`src/rtl/lsqc_pkg.sv`:
```
`timescale 1ns/1ps
// Package: shared kind codes for the load/store credit tracker.
// Assumes two bits per instruction slot in the rename group.
package lsqc_pkg;
    typedef enum logic [1:0] {
        KIND_OTHER = 2'b00,
        KIND_LOAD  = 2'b01,
        KIND_STORE = 2'b10,
        KIND_RSVD  = 2'b11
    } slot_kind_e;
endpackage

```
`src/rtl/lsqc_pool.sv`:
```
`timescale 1ns/1ps
// Module: lsqc_pool
// One credit pool (load or store) of one thread. It holds the last valid
// free-slot report and the count of operations in flight between rename
// and the queue, and it presents the signed credit available this cycle.
// Assumes CW >= DW and CW >= AW.
module lsqc_pool #(
    parameter int CW = 5,
    parameter int DW = 3,
    parameter int AW = 3
) (
    input  logic                 clk,
    input  logic                 rst_n,
    input  logic                 rpt_valid,
    input  logic [CW-1:0]        rpt_free,
    input  logic [DW-1:0]        disp,
    input  logic [AW-1:0]        add_cnt,
    output logic signed [CW:0]   avail,
    output logic                 underflow
);
    logic [CW-1:0] free_q;
    logic [CW-1:0] inflight_q;
    logic [CW-1:0] eff_free;
    logic [CW-1:0] net;
    logic [CW-1:0] disp_x;
    logic [CW:0]   next_sum;

    // Credit arithmetic: effective free count minus clamped in-flight count.
    always_comb begin
        disp_x    = {{(CW-DW){1'b0}}, disp};
        eff_free  = rpt_valid ? rpt_free : free_q;
        underflow = disp_x > inflight_q;
        net       = underflow ? '0 : inflight_q - disp_x;
        avail     = $signed({1'b0, eff_free}) - $signed({1'b0, net});
        next_sum  = {1'b0, net} + {{(CW+1-AW){1'b0}}, add_cnt};
    end

    // State update: reset loads the report, else refresh on valid and track flight.
    always_ff @(posedge clk) begin
        if (!rst_n) begin
            free_q     <= rpt_free;
            inflight_q <= '0;
        end else begin
            if (rpt_valid) free_q <= rpt_free;
            inflight_q <= next_sum[CW-1:0];
        end
    end

    // the in-flight count must never wrap when admissions are added.
    assert_no_overflow_R2: assert property (@(posedge clk) disable iff (!rst_n)
        next_sum[CW] == 1'b0);
endmodule

```
`src/rtl/lsqc_scan.sv`:
```
`timescale 1ns/1ps
// Module: lsqc_scan
// Walks one rename group from oldest slot upward, using up load and
// store credit cumulatively, and stops at the first memory operation
// that finds no credit. Purely combinational.
module lsqc_scan
    import lsqc_pkg::*;
#(
    parameter int W   = 4,
    parameter int AW  = 6,
    parameter int PCW = 3
) (
    input  logic                 hold,
    input  logic [PCW-1:0]       grp_cnt,
    input  logic [2*W-1:0]       grp_kind,
    input  logic signed [AW-1:0] avail_ld,
    input  logic signed [AW-1:0] avail_st,
    output logic [PCW-1:0]       proceed,
    output logic [PCW-1:0]       ld_taken,
    output logic [PCW-1:0]       st_taken,
    output logic                 ld_block,
    output logic                 st_block
);
    localparam logic signed [AW-1:0] ONE = AW'(1);

    logic signed [AW-1:0] ld_left;
    logic signed [AW-1:0] st_left;
    logic                 stopped;
    slot_kind_e           kind;

    // In-order scan with cumulative credit consumption.
    always_comb begin
        ld_left  = avail_ld;
        st_left  = avail_st;
        stopped  = hold;
        proceed  = '0;
        ld_taken = '0;
        st_taken = '0;
        ld_block = 1'b0;
        st_block = 1'b0;
        kind     = KIND_OTHER;
        for (int i = 0; i < W; i++) begin
            if (!stopped && (PCW'(i) < grp_cnt)) begin
                kind = slot_kind_e'(grp_kind[2*i +: 2]);
                if (kind == KIND_LOAD && ld_left <= 0) begin
                    stopped  = 1'b1;
                    ld_block = 1'b1;
                end else if (kind == KIND_STORE && st_left <= 0) begin
                    stopped  = 1'b1;
                    st_block = 1'b1;
                end else begin
                    proceed = proceed + 1'b1;
                    if (kind == KIND_LOAD) begin
                        ld_left  = ld_left - ONE;
                        ld_taken = ld_taken + 1'b1;
                    end
                    if (kind == KIND_STORE) begin
                        st_left  = st_left - ONE;
                        st_taken = st_taken + 1'b1;
                    end
                end
            end
        end
    end
endmodule

```
`src/rtl/lsq_credit_gate.sv`:
```
`timescale 1ns/1ps
// Module: lsq_credit_gate
// Top of the load/store admission credit tracker. One load pool and one
// store pool per thread, one scanner for the thread renaming this cycle,
// and two event counters for scans stopped by a load or by a store.
// Assumes one thread owns the rename group in a given cycle.
module lsq_credit_gate #(
    parameter int NT   = 2,
    parameter int W    = 4,
    parameter int CW   = 5,
    parameter int DW   = 3,
    parameter int EW   = 8,
    parameter int TIDW = (NT > 1) ? $clog2(NT) : 1,
    parameter int PCW  = $clog2(W + 1)
) (
    input  logic                 clk,
    input  logic                 rst_n,
    input  logic                 ext_stall,
    input  logic [TIDW-1:0]      ren_tid,
    input  logic [PCW-1:0]       grp_cnt,
    input  logic [2*W-1:0]       grp_kind,
    input  logic [NT-1:0]        rpt_valid,
    input  logic [NT*CW-1:0]     rpt_free_ld,
    input  logic [NT*CW-1:0]     rpt_free_st,
    input  logic [NT*DW-1:0]     disp_ld,
    input  logic [NT*DW-1:0]     disp_st,
    output logic [PCW-1:0]       proceed_cnt,
    output logic                 lsq_stall,
    output logic                 underflow_err,
    output logic [EW-1:0]        ld_full_events,
    output logic [EW-1:0]        st_full_events
);
    localparam int AW = CW + 1;

    logic signed [AW-1:0] av_ld [NT];
    logic signed [AW-1:0] av_st [NT];
    logic [NT-1:0]        uf_ld;
    logic [NT-1:0]        uf_st;
    logic [PCW-1:0]       ld_taken, st_taken;
    logic                 ld_block, st_block;
    logic signed [AW-1:0] sel_ld, sel_st;
    logic [EW-1:0]        ld_ev_q, st_ev_q;

    // Per-thread load and store pools.
    for (genvar t = 0; t < NT; t++) begin : g_thr
        logic hit;
        assign hit = (ren_tid == TIDW'(t));
        lsqc_pool #(.CW(CW), .DW(DW), .AW(PCW)) u_ld (
            .clk(clk), .rst_n(rst_n),
            .rpt_valid(rpt_valid[t]),
            .rpt_free(rpt_free_ld[t*CW +: CW]),
            .disp(disp_ld[t*DW +: DW]),
            .add_cnt(hit ? ld_taken : '0),
            .avail(av_ld[t]),
            .underflow(uf_ld[t])
        );
        lsqc_pool #(.CW(CW), .DW(DW), .AW(PCW)) u_st (
            .clk(clk), .rst_n(rst_n),
            .rpt_valid(rpt_valid[t]),
            .rpt_free(rpt_free_st[t*CW +: CW]),
            .disp(disp_st[t*DW +: DW]),
            .add_cnt(hit ? st_taken : '0),
            .avail(av_st[t]),
            .underflow(uf_st[t])
        );
    end

    // Select the renaming thread's credit and form the stall and error flags.
    always_comb begin
        sel_ld        = av_ld[ren_tid];
        sel_st        = av_st[ren_tid];
        lsq_stall     = (sel_ld <= 0) && (sel_st <= 0);
        underflow_err = |{uf_ld, uf_st};
    end

    lsqc_scan #(.W(W), .AW(AW), .PCW(PCW)) u_scan (
        .hold(ext_stall),
        .grp_cnt(grp_cnt),
        .grp_kind(grp_kind),
        .avail_ld(sel_ld),
        .avail_st(sel_st),
        .proceed(proceed_cnt),
        .ld_taken(ld_taken),
        .st_taken(st_taken),
        .ld_block(ld_block),
        .st_block(st_block)
    );

    // Full-event counters, one per blocking cause.
    always_ff @(posedge clk) begin
        if (!rst_n) begin
            ld_ev_q <= '0;
            st_ev_q <= '0;
        end else begin
            if (ld_block) ld_ev_q <= ld_ev_q + 1'b1;
            if (st_block) st_ev_q <= st_ev_q + 1'b1;
        end
    end

    assign ld_full_events = ld_ev_q;
    assign st_full_events = st_ev_q;

    // loads admitted never exceed the positive part of the load credit.
    assert_taken_in_credit_R6: assert property (@(posedge clk) disable iff (!rst_n)
        (ld_taken == '0) || ($signed({1'b0, ld_taken}) <= sel_ld));
    // a blocking event means not every valid slot proceeded.
    assert_stop_short_R5: assert property (@(posedge clk) disable iff (!rst_n)
        (ld_block || st_block) |-> (proceed_cnt < grp_cnt));
    // with the stall flag up, a leading memory operation cannot proceed.
    assert_stall_blocks_R8: assert property (@(posedge clk) disable iff (!rst_n)
        (lsq_stall && grp_cnt != '0 && (grp_kind[1:0] == 2'b01 || grp_kind[1:0] == 2'b10))
        |-> (proceed_cnt == '0));
    // a held cycle admits nothing and leaves the event counters alone.
    assert_hold_quiet_R10: assert property (@(posedge clk) disable iff (!rst_n)
        ext_stall |=> (ld_full_events == $past(ld_full_events)) &&
                      (st_full_events == $past(st_full_events)));
    // the load event counter moves by at most one per cycle.
    assert_event_step_R7: assert property (@(posedge clk) disable iff (!rst_n)
        (ld_full_events != $past(ld_full_events)) |->
        (ld_full_events == $past(ld_full_events) + 1'b1));
endmodule

```
`config.mk`:
```
export PLATFORM = sky130hd
export DESIGN_NAME = lsq_credit_gate
export DESIGN_NICKNAME = d
export VERILOG_FILES = /design/src/rtl/lsqc_pkg.sv /design/src/rtl/lsqc_pool.sv /design/src/rtl/lsqc_scan.sv /design/src/rtl/lsq_credit_gate.sv
export SDC_FILE = /design/constraint.sdc
export NUM_CORES = 1
export LEC_CHECK = 0
export BUFFER_PORTS_ARGS = -buffer_cell sky130_fd_sc_hd__buf_2
export CORE_MARGIN = 2
export CORE_UTILIZATION = 40
export CTS_CLUSTER_DIAMETER = 120
export DETAILED_ROUTE_END_ITERATION = 10
export GPL_ROUTABILITY_DRIVEN = 0
export HOLD_SLACK_MARGIN = 0.02
export PLACE_DENSITY = 0.63
export REMOVE_ABC_BUFFERS = 1
export SETUP_SLACK_MARGIN = 0.3
export SLEW_MARGIN = 20
export SYNTH_ARGS = -nofsm -noshare
export SYNTH_HDL_FRONTEND = slang
export SYNTH_SLANG_ARGS = --single-unit
```
`constraint.sdc`:
```
create_clock -name clk -period 7.1 [get_ports clk]
set_input_delay 0 -clock clk [delete_from_list [all_inputs] [get_ports clk]]
set_output_delay 0 -clock clk [all_outputs]
set_load 0.05 [all_outputs]
```
==> qor.yml <==
status: "complete, no violations"
p_sw_mw: 1.39
max_freq_mhz: 142
cts_root_buf: "clkbuf_16"
initial_core_util_pct: 40.6
synth_flop_cell: "dfxtp_1"
final_nets: 1205
post-place-ws_ns: -0.194
clock_path_buffers: 2
synth.avg_cell_area_um2: 8.02
peakVddDrop_v: 0.000138
grt-ovfl-total: 0
cap_violations: 0
hold_violations: 0
first_pass_iters: 7
startpoint: "g_thr[0].u_st.inflight_q[0]"
cts_tree: "yes"
worstHoldStart: "rpt_valid[1]"
first_global_vias: 6677
synthArstFlopShare_pct: 0
synth_cells: 834
p_per_area_nw_per_um2: 313
cts_num_sinks: 56
multiInputGateArea_um2: 6060
antenna_found_initial: 0
die_h_um: 133
setup_ws_ns: 0.0582
synth_seq_area_share_pct: 16.8
stdcell_count: 1299
skew_ns: 0.00854
coreArea_um2: 16500
swShare_pct: 45.7
min_period_ns: 7.04
worst-path-max-fanout: 7
ant_nets: 0
vias: 6809
crit_buf_inv: 5
drt_iter0_drc: 356
p_leak_nw: 4.42
slew_headroom_pct: 44.8
cts_max_level: 2
placementRows: 47
drcViolationCount: 0
slew_violations: 0
combPwrFrac_pct: 79.6
r2r-start: "g_thr[0].u_st.inflight_q[0]"
seqPwrFrac_pct: 12.3
p_int_mw: 1.65
synth_cell_types: 91
crit_family: "compound AO/OA/AOI/OAI gates"
postRouteWirelength_um: 19700
ys_seq_elements: 56
grt_use_total_pct: 21.6
cp.arrival_ns: 7.20
via_per_inst: 5.24
crit_path_top_delay_cell: "fa_1"
synth-edff-count: 0
placedCellCount: 1231
fp.dieW_um: 133
pin_count: 70
syn2layout_area_growth_pct: 44.9
dieArea_um2: 17800
place_hpwl_um: 14600
slowest_delay_ns: 0.46
port_buffers: 69
startpoint_type: "flop"
grt_pass1_wl_um: 31800
tightest_slew_ns: 0.827
clk_pin_slew_ns: 0.07
fin_crit_sh_pct: 99.2
clock_latency_ns: 0.31
crit_top_cell: "ha_4"
grt_max_degree: 57
seqCellArea_um2: 1130
setup_violations: 0
drive_above_1_share_pct: 39.0
required_ns: 7.26
cts_buffers: 5
post_drt_wl_per_cell_um: 15.2
critPathCaptureType: "flop"
yosys_warnings: 0
path_class: "reg2reg"
syn_area_um2: 6690
fillers: 1501
grt_setup_unrepaired: "true"
diodes: 0
hold_class: "in2reg"
clkPwrFrac_pct: 8.2
-- cells in the final DEF, fill, tap and decap left out, types with 6 or more instances in the layout --
master | synthesis | layout
buf_4 | 3 | 160
nor2_1 | 109 | 104
buf_2 | 2 | 66
nand2_1 | 66 | 60
dfxtp_1 | 56 | 52
ha_1 | 65 | 47
inv_1 | 52 | 45
mux2i_1 | 33 | 29
a21oi_1 | 38 | 26
nand2b_1 | 26 | 22
mux2_2 | 27 | 21
dlygate4sd3_1 | 0 | 20
nand3_1 | 21 | 18
o21ai_0 | 19 | 16
nor3_1 | 18 | 15
nor2b_1 | 19 | 15
xnor2_1 | 24 | 15
and2_1 | 15 | 15
buf_6 | 1 | 15
xor2_1 | 19 | 14
ha_4 | 0 | 14
a21o_1 | 13 | 13
a21oi_2 | 2 | 12
nand4_1 | 12 | 12
xnor2_2 | 1 | 9
inv_2 | 1 | 8
and3_1 | 8 | 8
nand3b_1 | 7 | 7
or3_1 | 9 | 6
xor2_2 | 1 | 6
mux2_4 | 0 | 6
o211ai_1 | 6 | 6
fa_1 | 12 | 6
fa_2 | 0 | 6
-- logic make-up after synthesis --
logic type	Yosys count	synth area share (%)
DFF	56	16.8
AOI/OAI and AO/OA	162	18.8
muxes	64	10.2
buffers and inverters	76	4.58
adders and majority gates	77	15.8
and+or+nand+nor	354	27.8
xor gates and xnor gates	45	6.12
-- area by class of cell --
class                           instances  share of cell area, %
Clock buffer                            6                   1.33
Clock inverter                          1                 0.0516
Inverter                               53                   2.05
Multi-Input combinational cell        702                   62.5
Sequential cell                        56                   11.6
Tap cell                              220                   2.84
Timing Repair Buffer                  261                   19.6
-- synth_stat cells, drive strengths merged, types with 4 or more instances --
library cell,instances,share of area [%]
a211oi,8,1.2
a21o,13,1.5
a21oi,42,3.6
a31oi,5,0.47
and2,15,1.4
and3,8,0.75
buf,7,0.71
clkbuf,16,0.90
dfxtp,56,17
fa,12,3.6
ha,65,12
inv,53,3.0
mux2,29,4.9
mux2i,35,5.3
nand2,66,3.7
nand2b,26,2.4
nand3,21,1.6
nand3b,7,0.79
nand4,12,1.1
nor2,109,6.1
nor2b,19,1.8
nor3,20,1.7
nor3b,8,1.1
nor4,9,1.4
o211a,6,0.90
o211ai,8,1.0
o21a,5,0.56
o21ai,23,1.7
o22ai,6,0.65
o31a,4,0.52
o31ai,8,1.2
or2,9,0.84
or3,10,1.0
xnor2,25,3.4
xor2,20,2.7
-- per-layer routing --
layer,track usage (%),up-vias,share of wire [%]
met5,0,-,0
met1,29.4,3213,48
met4,4.49,0,1.3
met2,36.7,108,47
li1,-,3469,-
met3,2.85,19,3.4
-- state kept, by name (all words and copies together) (netlist names) --
register / count
g_thr.u_ld.free_q: 10
g_thr.u_ld.inflight_q: 10
g_thr.u_st.free_q: 10
g_thr.u_st.inflight_q: 10
ld_full_events: 8
st_full_events: 8
-- tightest hold or removal path, delay by kind of cell --
kind | cells | cell delay [ns]
mux | 1 | 0.18
compound gates | 1 | 0.14
buf+inv | 1 | 0.20
-- through the flow --
stage	utilization [%]	TNS, ns	hold WS, ns	cell area (um^2)	total power, mW
after floorplan	-	-0.429	0.0903	6580	1.56
after global placement	49.7	-0.349	0.232	8190	2.26
after detailed placement	49.7	-0.813	0.244	8190	2.27
after CTS	55.1	0	0.267	9070	2.77
after global routing	58.9	-0.945	0.331	9690	3.27
final	58.9	0	0.259	9690	3.04
-- power groups by stage --
stage / sequential (mW) / clock [mW] / combinational [mW]
3_3_place_gp: 0.374 / 0 / 1.89
4_1_cts: 0.370 / 0.252 / 2.15
5_1_grt: 0.377 / 0.266 / 2.63
6_report: 0.372 / 0.249 / 2.42
3_5_place_dp: 0.375 / 0 / 1.90
2_1_floorplan: 0.381 / 0 / 1.18
-- repair_timing --
item / 4_1_cts / 5_1_grt
hold endpoints to repair: 20 / 0
setup endpoints to repair: 18 / 29
hold buffers: 20 / 0
setup buffers: 21 / 20
pin swaps: 54 / 85
gates resized for setup: 78 / 103
-- final timing paths --
kind / to / slack (ns) / cells past startpoint
worst max-delay path: g_thr[0].u_st.inflight_q[4] / 0.06 / 35
worst max register to register: g_thr[0].u_st.inflight_q[4] / 0.06 / 35
worst min-delay path: g_thr[1].u_st.free_q[0] / 0.26 / 3
worst min register to register: st_full_events[7] / 0.47 / 2
No activity file was read; power rests on OpenSTA's default activity.
